`config.mk`:
```
export PLATFORM = sky130hd
export DESIGN_NAME = gpio_mask_port
export DESIGN_NICKNAME = d
export VERILOG_FILES = /design/src/rtl/gpio_mask_pkg.sv /design/src/rtl/gpio_addr_decode.sv /design/src/rtl/gpio_ctl_reg.sv /design/src/rtl/gpio_in_sync.sv /design/src/rtl/gpio_mask_port.sv
export SDC_FILE = /design/constraint.sdc
export NUM_CORES = 1
export LEC_CHECK = 0
export BUFFER_PORTS_ARGS = -buffer_cell sky130_fd_sc_hd__buf_2
export CAP_MARGIN = 20
export CORE_MARGIN = 1.5
export CORE_UTILIZATION = 25
export DETAILED_ROUTE_END_ITERATION = 8
export GPL_TIMING_DRIVEN = 0
export PLACE_DENSITY = 0.44
export SLEW_MARGIN = 10
export SYNTH_ARGS = -nofsm -noshare
export SYNTH_HDL_FRONTEND = slang
export SYNTH_SLANG_ARGS = --single-unit
export TNS_END_PERCENT = 5
```
`constraint.sdc`:
```
create_clock -name clk -period 0.9 [get_ports clk]
set_input_delay 0 -clock clk [delete_from_list [all_inputs] [get_ports clk]]
set_output_delay 0 -clock clk [all_outputs]
set_load 0.02 [all_outputs]
```
`src/rtl/gpio_mask_pkg.sv`:
```
package gpio_mask_pkg;

   // Which storage element an address selects
   typedef enum logic [2:0] {
      SEL_NONE = 3'd0,
      SEL_CFG  = 3'd1,
      SEL_OE   = 3'd2,
      SEL_OUT  = 3'd3,
      SEL_IN   = 3'd4
   } reg_sel_e;

   typedef struct packed {
      reg_sel_e sel;
      logic     masked;
   } dec_t;

   localparam int unsigned NUM_CTL = 3;

   // Byte offsets of the direct registers; the aliases repeat them
   localparam int unsigned OFS_CFG = 'h00;
   localparam int unsigned OFS_OE  = 'h10;
   localparam int unsigned OFS_OUT = 'h20;
   localparam int unsigned OFS_IN  = 'h30;

   function automatic reg_sel_e ctl_sel(input int unsigned idx);
      case (idx)
         0:       return SEL_CFG;
         1:       return SEL_OE;
         default: return SEL_OUT;
      endcase
   endfunction

endpackage

```
`src/rtl/gpio_addr_decode.sv`:
```
module gpio_addr_decode
   import gpio_mask_pkg::*;
#(
   parameter int unsigned ADDR_W    = 8,
   parameter int unsigned ALIAS_OFS = 'h80
) (
   input  logic [ADDR_W-1:0] addr,
   output dec_t              dec
);

   localparam int unsigned TOP_ADDR = ALIAS_OFS + OFS_OUT;

   if (ALIAS_OFS <= OFS_IN) begin : g_bad_alias
      $error("ALIAS_OFS must lie above the input register");
   end
   if (TOP_ADDR >= (1 << ADDR_W)) begin : g_bad_width
      $error("ADDR_W too narrow for the alias window");
   end

   always_comb begin
      dec = '{sel: SEL_NONE, masked: 1'b0};
      if (addr == ADDR_W'(OFS_CFG))                dec.sel = SEL_CFG;
      else if (addr == ADDR_W'(OFS_OE))            dec.sel = SEL_OE;
      else if (addr == ADDR_W'(OFS_OUT))           dec.sel = SEL_OUT;
      else if (addr == ADDR_W'(OFS_IN))            dec.sel = SEL_IN;
      else if (addr == ADDR_W'(ALIAS_OFS + OFS_CFG)) begin
         dec.sel = SEL_CFG; dec.masked = 1'b1;
      end
      else if (addr == ADDR_W'(ALIAS_OFS + OFS_OE)) begin
         dec.sel = SEL_OE; dec.masked = 1'b1;
      end
      else if (addr == ADDR_W'(ALIAS_OFS + OFS_OUT)) begin
         dec.sel = SEL_OUT; dec.masked = 1'b1;
      end
   end

endmodule

```
`src/rtl/gpio_ctl_reg.sv`:
```
module gpio_ctl_reg #(
   parameter int unsigned PINS   = 8,
   parameter int unsigned DATA_W = 32
) (
   input  logic              clk,
   input  logic              rst_n,
   input  logic              wr_direct,
   input  logic              wr_masked,
   input  logic [DATA_W-1:0] wdata,
   output logic [PINS-1:0]   q
);

   logic [PINS-1:0] lane_en;
   logic [PINS-1:0] lane_val;
   logic [PINS-1:0] merged;

   assign lane_en  = wdata[PINS +: PINS];
   assign lane_val = wdata[PINS-1:0];

   // Per-pin merge: enabled lanes take the new value, others hold
   for (genvar n = 0; n < PINS; n++) begin : g_lane
      assign merged[n] = lane_en[n] ? lane_val[n] : q[n];
   end

   always_ff @(posedge clk or negedge rst_n) begin
      if (!rst_n)         q <= '0;
      else if (wr_direct) q <= lane_val;
      else if (wr_masked) q <= merged;
   end

endmodule

```
`src/rtl/gpio_in_sync.sv`:
```
module gpio_in_sync #(
   parameter int unsigned PINS   = 8,
   parameter int unsigned STAGES = 2
) (
   input  logic            clk,
   input  logic            rst_n,
   input  logic [PINS-1:0] d,
   output logic [PINS-1:0] q
);

   if (STAGES < 2) begin : g_bad_stages
      $error("STAGES must be at least 2");
   end

   logic [PINS-1:0] chain [STAGES];

   for (genvar s = 0; s < STAGES; s++) begin : g_stage
      if (s == 0) begin : g_first
         always_ff @(posedge clk or negedge rst_n) begin
            if (!rst_n) chain[s] <= '0;
            else        chain[s] <= d;
         end
      end else begin : g_rest
         always_ff @(posedge clk or negedge rst_n) begin
            if (!rst_n) chain[s] <= '0;
            else        chain[s] <= chain[s-1];
         end
      end
   end

   assign q = chain[STAGES-1];

endmodule

```
`src/rtl/gpio_mask_port.sv`:
```
module gpio_mask_port
   import gpio_mask_pkg::*;
#(
   parameter int unsigned PINS        = 8,
   parameter int unsigned ADDR_W      = 8,
   parameter int unsigned DATA_W      = 32,
   parameter int unsigned ALIAS_OFS   = 'h80,
   parameter int unsigned SYNC_STAGES = 2
) (
   input  logic              clk,
   input  logic              rst_n,
   input  logic [ADDR_W-1:0] bus_addr,
   input  logic              bus_we,
   input  logic [DATA_W-1:0] bus_wdata,
   output logic [DATA_W-1:0] bus_rdata,
   input  logic [PINS-1:0]   pad_in,
   output logic [PINS-1:0]   pad_out,
   output logic [PINS-1:0]   pad_oe
);

   localparam int unsigned PAD_W = DATA_W - PINS;

   if (2 * PINS > DATA_W) begin : g_bad_pins
      $error("masked write needs 2*PINS data bits");
   end

   dec_t            dec;
   logic [PINS-1:0] ctl_q [NUM_CTL];
   logic [PINS-1:0] in_sync;
   logic [PINS-1:0] cfg_q, oe_q, out_q;
   logic [PINS-1:0] rd_sel;

   gpio_addr_decode #(
      .ADDR_W    (ADDR_W),
      .ALIAS_OFS (ALIAS_OFS)
   ) u_dec (
      .addr (bus_addr),
      .dec  (dec)
   );

   for (genvar k = 0; k < NUM_CTL; k++) begin : g_ctl
      logic hit;
      assign hit = bus_we && (dec.sel == ctl_sel(k));
      gpio_ctl_reg #(
         .PINS   (PINS),
         .DATA_W (DATA_W)
      ) u_reg (
         .clk       (clk),
         .rst_n     (rst_n),
         .wr_direct (hit && !dec.masked),
         .wr_masked (hit && dec.masked),
         .wdata     (bus_wdata),
         .q         (ctl_q[k])
      );
   end

   assign cfg_q = ctl_q[0];
   assign oe_q  = ctl_q[1];
   assign out_q = ctl_q[2];

   gpio_in_sync #(
      .PINS   (PINS),
      .STAGES (SYNC_STAGES)
   ) u_sync (
      .clk   (clk),
      .rst_n (rst_n),
      .d     (pad_in),
      .q     (in_sync)
   );

   // Readback: aliases and unmapped addresses read as zero
   always_comb begin
      rd_sel = '0;
      if (!dec.masked) begin
         case (dec.sel)
            SEL_CFG: rd_sel = cfg_q;
            SEL_OE:  rd_sel = oe_q;
            SEL_OUT: rd_sel = out_q;
            SEL_IN:  rd_sel = in_sync;
            default: rd_sel = '0;
         endcase
      end
   end

   assign bus_rdata = {{PAD_W{1'b0}}, rd_sel};

   // Pad drive: only pins under I/O control with drive enabled
   assign pad_oe  = cfg_q & oe_q;
   assign pad_out = out_q & pad_oe;

endmodule

```
==> results of run 1 <==
==> registers in the layout, summed over array words and instances, names as in the netlist <==
signal,flops
g_ctl.u_reg.q,24
u_sync.chain,8
u_sync.q,8
==> worst max-delay path, stage by stage (launching register included) <==
cell and delay (ns):
dfrtp_1 0.40, nor2b_1 0.15, a211oi_2 0.22, a211oi_2 0.07, buf_4 0.18
==> path summary, 6_finish.rpt <==
check / slack [ns] / to / startpoint / depth (start not counted)
setup / recovery: -0.41 / bus_rdata[3] / g_ctl[0].u_reg.q[3]$_DFFE_PN0P_ / 4
hold / removal: -0.16 / u_sync.chain[9]$_DFF_PN0_ / rst_n / 1
setup reg to reg: -0.09 / g_ctl[0].u_reg.q[6]$_DFFE_PN0P_ / g_ctl[0].u_reg.q[6]$_DFFE_PN0P_ / 3
hold reg to reg: 0.35 / u_sync.q[5]$_DFF_PN0_ / u_sync.chain[13]$_DFF_PN0_ / 0
max in group asynchronous: 0.49 / g_ctl[1].u_reg.q[5]$_DFFE_PN0P_ / rst_n / 1
min in group clk: 0.16 / g_ctl[2].u_reg.q[3]$_DFFE_PN0P_ / bus_addr[1] / 4
==> power by group <==
group | internal (W) | leakage, nW | switching [W]
Clock | 0.000625 | 0.0455 | 0.000597
Sequential | 0.00191 | 0.515 | 0.0000667
Combinational | 0.000355 | 0.962 | 0.000362
==> Yosys cell counts <==
master,count
mux2_1,1
clkbuf_1,4
nor4_4,1
nand2b_1,5
a211oi_1,16
nor4bb_1,1
and2_1,8
nand2_1,1
nor2b_1,17
conb_1,1
mux2_2,20
mux2_4,3
buf_4,26
dfrtp_1,40
and3_1,8
nand3_1,24
or2b_2,2
buf_6,3
a21oi_1,8
nor3_1,2
nor4b_4,2
or2b_1,1
==> kinds of logic (layout without fill, tap and decap cells) <==
group,Yosys count,after routing,share of synthesized area (%)
simple gates,72,72,22.0
flops,40,40,46.2
buf+inv,33,121,11.3
compound gates,24,24,7.39
mux,24,24,13.0
other cells,1,24,0.173
==> layout make-up <==
type,count,share of cell area [%]
clock buffer,8,2.89
sequential,40,32.1
multi-input combinational,144,35.2
tap,105,4.21
buffer,33,8.06
timing repair buffer,80,17.6
==> repair_timing <==
item	4_1_cts	5_1_grt
setup buffers	7	1
endpoints found under the setup margin	48	48
endpoints found under the hold margin	72	40
resized for setup	22	20
pin swaps	18	12
==> through the flow <==
stage / area [sq um] / setup slack, ns / TNS (ns)
6_report: 3120 / -0.413 / -9.30
4_1_cts: 3040 / -0.401 / -9.75
3_5_place_dp: 2660 / -0.590 / -15.47
5_1_grt: 3120 / -0.466 / -12.34
3_3_place_gp: 2660 / -0.571 / -15.33
2_1_floorplan: 2250 / -0.238 / -5.66
==> per-layer routing <==
metal	share of wire, %	up-vias	global-route usage (%)
li1	-	857	-
met4	0.99	0	3.31
met3	7.0	6	3.24
met2	47	75	22.6
met5	0	-	0
met1	45	824	17.0
==> flow_metrics.tcl, run 1 <==
set metrics [dict create \
    status "finished, violations left" \
    failed_checks "hold timing, setup timing" \
    ir_drop_mv 0.478 \
    p_leak_nw 1.52 \
    hold_viol 40 \
    drv_slew 0 \
    htree_levels 2 \
    cts_buffers 5 \
    whs_ns -0.161 \
    synth.avg_cell_area_sq_um 11.2 \
    tightest_slew_ns 0.915 \
    worstPathArrival_ns 1.31 \
    rsz0062_at_grt "true" \
    io_buffers 56 \
    multiInputGateArea_sq_um 1100 \
    grt_use_total_pct 13.4 \
    p_per_area_nw_per_um2 1250 \
    cp_max_fo 4 \
    nets 355 \
    syn_area_sq_um 2170 \
    design.portCount 99 \
    ys_warn_count 0 \
    hold_class "in -> async" \
    timing.fmax_ghz 0.762 \
    slew_headroom_pct 39.0 \
    antenna_found_initial 0 \
    synth.top_cell.area_share_pct 46.2 \
    n_fill_cell 837 \
    place_inst 378 \
    viasPerCell 4.30 \
    dr.first_iter.drc_count 59 \
    drive_gt1_share_pct 49.2 \
    synth_top_area_cell "dfrtp_1" \
    cts_sinks 40 \
    start_util_pct 26.1 \
    fin_cells 410 \
    cts_root_buffer "clkbuf_8" \
    synth-seq-cells 40 \
    maxCapViolCount 0 \
    crit_type "reg -> out" \
    fp-row-count 33 \
    wl_mm 5.63 \
    gp_congestion 0.727 \
    coreArea_sq_um 8300 \
    grt_pass1_vias 1736 \
    ant_nets 0 \
    synth_area_leaders "dfrtp_1 (46%), mux2_2 (10%), buf_4 (9.0%)" \
    die_h_microns 96.1 \
    grt_first_pass_wirelength_mm 9.03 \
    final_cell_mix "buf_2 (45), dfrtp_1 (40), buf_4 (38)" \
    finalClockSkew_ns 0.000184 \
    clk_latency_ns 0.29 \
    crit_path_end_kind "primary output" \
    vias 1762 \
    yosysUniqueCellTypes 22 \
    drc_errors 0 \
    seq_area_sq_um 1000 \
    cp-start-kind "flop" \
    hold_buffers 16 \
    final_util_pct 37.6 \
    syn_inst 194 \
    cts_tree "done" \
    clockBufferDepth 2 \
    drtPass1Iterations 4 \
    fin_total_pwr_w 0.00391 \
    mostFrequentLayoutCell "buf_2" \
    grt_max_degree 41 \
    required_ns 0.90 \
    setup_viol 48 \
    synth_seq_area_share_pct 46.2 \
    grt-ovfl-total 0 \
    die_x_microns 96.1 \
    post_drt_wl_per_cell_microns 13.7 \
    die_area_sq_um 9230 \
    clk_pin_slew_ns 0.08 \
    antenna-diode-count 0 \
    syn_to_final_growth_pct 44.1 \
    hpwl_mm 3.89 \
    setup_slack_ns -0.413 \
    layout_min_cycle_time_ns 1.31 \
    fin_crit_sh_pct 146 \
]
Note: power is estimated with default switching activity, not from simulation.
==> run 2: changes to the inputs <==
--- a/config.mk
+++ b/config.mk
@@ -7,11 +7,14 @@
 export LEC_CHECK = 0
 export BUFFER_PORTS_ARGS = -buffer_cell sky130_fd_sc_hd__buf_2
 export CAP_MARGIN = 20
+export CELL_PAD_IN_SITES_DETAIL_PLACEMENT = 0
+export CELL_PAD_IN_SITES_GLOBAL_PLACEMENT = 1
 export CORE_MARGIN = 1.5
 export CORE_UTILIZATION = 25
+export CTS_CLUSTER_SIZE = 8
 export DETAILED_ROUTE_END_ITERATION = 8
 export GPL_TIMING_DRIVEN = 0
-export PLACE_DENSITY = 0.44
+export PLACE_DENSITY = 0.59
 export SLEW_MARGIN = 10
 export SYNTH_ARGS = -nofsm -noshare
 export SYNTH_HDL_FRONTEND = slang
==> constraint.sdc (replaced) <==
create_clock -name clk -period 1.1 [get_ports clk]
set_input_delay 0 -clock clk [delete_from_list [all_inputs] [get_ports clk]]
set_output_delay 0 -clock clk [all_outputs]
set_load 0.02 [all_outputs]
==> run 2 against run 1 <==
Effect of this change: the flow finishes with violations (setup timing); hold slack better by 0.31 ns; first-iteration DRC count up 3.4%; routed wire length up 0.69%; sequential power down 18%; global-route usage down 0.47 points; design area up 2.0%.
==> flow_metrics.tcl, run 2 (same netlist as run 1, synthesis figures left out) <==
set metrics [dict create \
    status "finished, violations left" \
    failed_checks "setup timing" \
    switching_share_pct 26.9 \
    max_stage_delay_ns 0.40 \
    antenna_found_initial 0 \
    drive_gt1_share_pct 52.6 \
    wl_mm 5.67 \
    worstPathArrival_ns 1.27 \
    timing.fmax_ghz 0.787 \
    rsz0062_at_grt "true" \
    dr.first_iter.drc_count 61 \
    grt_first_pass_wirelength_mm 8.72 \
    hpwl_mm 3.92 \
    reg.largest.list "g_ctl.u_reg.q x24, u_sync.chain x8, u_sync.q x8" \
    io_buffers 56 \
    nets 357 \
    intPower_w 0.00230 \
    gp_congestion 0.753 \
    fin_crit_sh_pct 115 \
    min_delay_worst_endpoint "g_ctl[0].u_reg.q[0]$_DFFE_PN0P_" \
    fin_total_pwr_w 0.00315 \
    place_inst 378 \
    clockBufferDepth 2 \
    die_h_microns 96.1 \
    hold_class "in -> reg" \
    pre_cts_ws_ns -0.379 \
    mostFrequentLayoutCell "buf_2" \
    cp_max_fo 4 \
    p_clk_share_pct 29.2 \
    r2r-end "g_ctl[0].u_reg.q[5]$_DFFE_PN0P_" \
    ant_nets 0 \
    cp_slowest_cell "dfrtp_1" \
    rr_startpoint "g_ctl[0].u_reg.q[5]$_DFFE_PN0P_" \
    fin_cells 411 \
    drv_slew 0 \
    crit_top_cell "a211oi_2" \
    clk_latency_ns 0.28 \
    htree_levels 2 \
    vias 1729 \
    layout_min_cycle_time_ns 1.27 \
    reg2reg_slack_ns 0.20 \
    min_from "bus_addr[3]" \
    hold_viol 0 \
    finalClockSkew_ns 0.000313 \
    grt-ovfl-total 0 \
    die_x_microns 96.1 \
    post_drt_wl_per_cell_microns 13.8 \
    fp-row-count 33 \
    crit_family "flip-flops" \
    final_cell_mix "buf_2 (43), dfrtp_1 (40), buf_4 (38)" \
    p_seq_share_pct 51.2 \
    worstPathCellList "nor2b_2, a211oi_2, a211oi_2, buf_4" \
    crit_type "reg -> out" \
    grt_max_degree 41 \
    clk_pin_slew_ns 0.08 \
    ir_drop_mv 0.562 \
    regMostFlops "g_ctl.u_reg.q" \
    viasPerCell 4.21 \
    slew_headroom_pct 60.5 \
    cp-start-kind "flop" \
    p_switching_w 0.000849 \
    coreArea_sq_um 8300 \
    design.portCount 99 \
    start_util_pct 26.1 \
    grt_pass1_vias 1690 \
    tightest_slew_ns 0.590 \
    syn_to_final_growth_pct 47.0 \
    maxCapViolCount 0 \
    drc_errors 0 \
    cts_root_buffer "clkbuf_8" \
    cts_buffers 5 \
    whs_ns 0.149 \
    finalInstanceArea_sq_um 3180 \
    pwr-share-comb_pct 19.6 \
    die_area_sq_um 9230 \
    largest_reg_flops 24 \
    antenna-diode-count 0 \
    required_ns 1.10 \
    cp-startpoint "g_ctl[0].u_reg.q[3]$_DFFE_PN0P_" \
    ff2ff_path_depth 2 \
    p_leak_nw 1.54 \
    place_area_sq_um 2660 \
    cts_tree "done" \
    setup_viol 23 \
    crit_path_end_kind "primary output" \
    critPathBufInv 1 \
    cts_sinks 40 \
    drtPass1Iterations 4 \
    grt_use_total_pct 12.9 \
    holdPathStages 4 \
    setup_slack_ns -0.170 \
    p_per_area_nw_per_um2 990 \
]
-- run 2: power groups by stage --
stage | logic (W) | registers (W) | clock network, W
after floorplan | 0.000323 | 0.00162 | 0
after global placement | 0.000476 | 0.00164 | 0
after detailed placement | 0.000481 | 0.00164 | 0
after CTS | 0.000585 | 0.00161 | 0.000962
after global routing | 0.000675 | 0.00163 | 0.00101
final | 0.000616 | 0.00161 | 0.000920
-- run 2: metal layers --
layer,track usage [%],vias to the layer above,part of all wire [%]
li1,-,860,-
met1,17.8,799,47
met2,19.9,64,45
met3,2.45,6,6.9
met4,4.66,0,1.3
met5,0,-,0
-- run 2: worst register-to-register path, cell delays in order (launching register included) --
cell and delay [ns]:
dfrtp_1 0.40, buf_4 0.14, mux2_2 0.25
-- run 2: area by class of cell --
cell class	count	area, sq um
plain buffers	33	253
clock buffers	6	72.6
clock inverters	1	5.00
fillers	832	5120
multi-input cells	144	1140
flip-flops and latches	40	1000
well taps	105	131
repair buffers	82	581
-- run 2: worst max path at each step --
stage	cells past startpoint	to
global placement	5	g_ctl[1].u_reg.q[6]$_DFFE_PN0P_
CTS	4	bus_rdata[6]
detailed placement	5	g_ctl[1].u_reg.q[6]$_DFFE_PN0P_
global route	4	bus_rdata[5]
finish	4	bus_rdata[3]
floorplan	5	g_ctl[2].u_reg.q[6]$_DFFE_PN0P_
-- run 2: repair_timing --
item,CTS,global route
resized for setup,25,33
pin swaps,18,9
hold buffers,17,0
setup buffers,7,2
endpoints found under the hold margin,72,0
setup endpoints to repair,14,76
-- run 2: metrics by stage --
step / util (%) / TNS [ns]
after floorplan: - / -0.299
after global placement: 32.1 / -8.37
after detailed placement: 32.1 / -8.60
after CTS: 36.8 / -1.68
after global routing: 38.4 / -2.80
final: 38.4 / -1.52
==> run 3: changes to the inputs <==
--- a/config.mk
+++ b/config.mk
@@ -14,9 +14,10 @@
 export CTS_CLUSTER_SIZE = 8
 export DETAILED_ROUTE_END_ITERATION = 8
 export GPL_TIMING_DRIVEN = 0
-export PLACE_DENSITY = 0.59
+export PLACE_DENSITY = 0.56
 export SLEW_MARGIN = 10
 export SYNTH_ARGS = -nofsm -noshare
 export SYNTH_HDL_FRONTEND = slang
+export SYNTH_HIERARCHICAL = 1
 export SYNTH_SLANG_ARGS = --single-unit
 export TNS_END_PERCENT = 5
==> run 3 against run 2 <==
Effect of this change: the flow still finishes with violations (setup timing); largest power group unchanged; highest routed layer unchanged; sequential power up 4%; clock skew up 0.0034 ns; routed wire length up 9.3%; hold slack worse by 0.036 ns; critical path depth up 6; flip-flop and latch count unchanged; via count up 2.3%.
==> flow_metrics.tcl, run 3 <==
set metrics [dict create \
    status "finished, violations left" \
    failed_checks "setup timing" \
    htree_levels 2 \
    ff2ff_path_depth 1 \
    required_ns 1.28 \
    ant_nets 0 \
    wl_mm 6.20 \
    synth-seq-cells 40 \
    nets 360 \
    design.portCount 99 \
    crit_type "in -> reg" \
    clockBufferDepth 2 \
    syn_to_final_growth_pct 44.5 \
    clk_latency_ns 0.29 \
    maxCapViolCount 0 \
    synth_top_family_by_area "multiplexers" \
    regMostFlops "g_ctl.u_reg/q" \
    final_cell_mix "buf_2 (50), buf_4 (45), dfrtp_1 (40)" \
    setup_slack_ns -0.677 \
    synth_compound_area_share_pct 15.4 \
    antenna_found_initial 0 \
    drv_slew 0 \
    cp-start-kind "input port" \
    ir_drop_mv 0.378 \
    antenna-diode-count 0 \
    yosysUniqueCellTypes 26 \
    coreArea_sq_um 9280 \
    tightest_slew_ns 0.556 \
    whs_ns 0.113 \
    min_delay_worst_endpoint "g_ctl[2].u_reg/q[1]$_DFFE_PN0P_" \
    grt_max_degree 41 \
    synth_edf_count 0 \
    crit_path_end_kind "flop" \
    reg.largest.list "g_ctl.u_reg/q x24, u_sync/chain x8, u_sync/q x8" \
    cts_sinks 40 \
    synth-simple-area-share_pct 9.96 \
    gp_congestion 0.702 \
    clk_pin_slew_ns 0.07 \
    holdPathStages 3 \
    rr_startpoint "g_ctl[0].u_reg/q[0]$_DFFE_PN0P_" \
    ys.flop_type "dfrtp_1" \
    die_area_sq_um 10200 \
    synth.most_common_cell "dfrtp_1" \
    drive_gt1_share_pct 60.6 \
    synthAdderAreaFrac_pct 0 \
    setup_viol 32 \
    syn_area_sq_um 2400 \
    synth.avg_cell_area_sq_um 12.4 \
    syn_inst 194 \
    synth_xor_area_share_pct 0.365 \
    cp-startpoint "bus_addr[0]" \
    worstPathArrival_ns 1.95 \
    vias 1768 \
    slew_headroom_pct 62.9 \
    start_util_pct 25.8 \
    yosys-top-cells-count "dfrtp_1 (40), buf_4 (38), a21oi_2 (24), mux2_4 (24)" \
    cts_root_buffer "clkbuf_8" \
    synth_area_leaders "dfrtp_1 (42%), mux2_4 (15%), buf_4 (12%)" \
    drtPass1Iterations 4 \
    die_x_microns 101 \
    viasPerCell 4.03 \
    hold_viol 0 \
    die_h_microns 101 \
    cts_tree "done" \
    ys_warn_count 6 \
    min_from "bus_wdata[9]" \
    drc_errors 0 \
    finalClockSkew_ns 0.00372 \
    hpwl_mm 4.08 \
    hold_class "in -> reg" \
    fp-row-count 35 \
    reg2reg_slack_ns 0.28 \
    fin_crit_sh_pct 162 \
    grt_pass1_vias 1735 \
    synth_seq_area_share_pct 41.7 \
    grt_first_pass_wirelength_mm 9.19 \
    cp_max_fo 8 \
    fin_total_pwr_w 0.00331 \
    layout_min_cycle_time_ns 1.78 \
    post_drt_wl_per_cell_microns 14.1 \
    tns_ns -20.28 \
    p_leak_nw 1.72 \
    mostFrequentLayoutCell "buf_2" \
    synth_top_area_cell "dfrtp_1" \
    timing.fmax_ghz 0.563 \
    dr.first_iter.drc_count 70 \
    r2r-end "g_ctl[0].u_reg/q[0]$_DFFE_PN0P_" \
    grt-ovfl-total 0 \
    cts_buffers 5 \
    largest_reg_flops 24 \
    synthArstFlopShare_pct 100 \
    rsz0062_at_grt "true" \
    synth.top_cell.area_share_pct 41.7 \
    io_buffers 58 \
    synthMuxAreaShare_pct 18.4 \
    final_util_pct 37.3 \
    p_per_area_nw_per_um2 954 \
    grt_use_total_pct 12.3 \
]
[run 3: worst max path at each step]
stage	endpoint	cells past startpoint
2_1_floorplan	g_ctl[1].u_reg/q[0]$_DFFE_PN0P_	9
5_1_grt	g_ctl[1].u_reg/q[4]$_DFFE_PN0P_	10
3_5_place_dp	g_ctl[1].u_reg/q[1]$_DFFE_PN0P_	10
6_report	g_ctl[1].u_reg/q[6]$_DFFE_PN0P_	10
3_3_place_gp	g_ctl[1].u_reg/q[1]$_DFFE_PN0P_	10
4_1_cts	g_ctl[1].u_reg/q[6]$_DFFE_PN0P_	10
[run 3: critical path, cell delays in order]
cell     delay, ns
buf_6         0.09
or4_4         0.57
nor3_4        0.19
nor2b_4       0.16
buf_6         0.13
nand2_4       0.07
nor3b_4       0.18
buf_6         0.19
a21oi_2       0.08
mux2_4        0.29
[run 3: layer usage]
metal  global-route usage, %  wire, microns  vias to the layer above
met5                       0              0                        -
met4                    3.85             77                        0
li1                        -              -                      857
met1                    16.6           2800                      856
met2                    19.9           3040                       49
met3                    2.36            285                        6
[run 3: cell type report]
| class | count | area, sq um |
|---|---|---|
| Tap cell | 129 | 161 |
| Timing Repair Buffer | 85 | 604 |
| Clock buffer | 8 | 90.1 |
| Buffer | 43 | 362 |
| Sequential cell | 40 | 1000 |
| Multi-Input combinational cell | 134 | 1250 |
| Fill cell | 993 | 5820 |
[run 3: cells by family after synthesis]
kind of cell    Yosys count
buf+inv                  43
compound gates           40
flops                    40
simple gates             37
mux                      32
xor+xnor                  1
other cells               1
[run 3: power breakdown]
group          internal (W)  leakage (nW)  switching (W)
Sequential          0.00158         0.511      0.0000984
Combinational      0.000350          1.16       0.000276
Clock              0.000512        0.0455       0.000487
[run 3: stage by stage]
step | std cells | worst slack [ns] | instance area, sq um
2_1_floorplan | 217 | -0.808 | 2500
3_3_place_gp | 404 | -1.14 | 2950
3_5_place_dp | 404 | -1.14 | 2950
4_1_cts | 433 | -0.674 | 3310
5_1_grt | 439 | -0.752 | 3470
6_report | 439 | -0.677 | 3470
[run 3: timing repair]
| action | 4_1_cts | 5_1_grt |
|---|---|---|
| setup buffers | 4 | 5 |
| endpoints found under the setup margin | 32 | 74 |
| pin swaps | 3 | 3 |
| resized for setup | 11 | 23 |
| endpoints found under the hold margin | 72 | 0 |
| gates cloned | 0 | 1 |
| hold buffers | 17 | 0 |
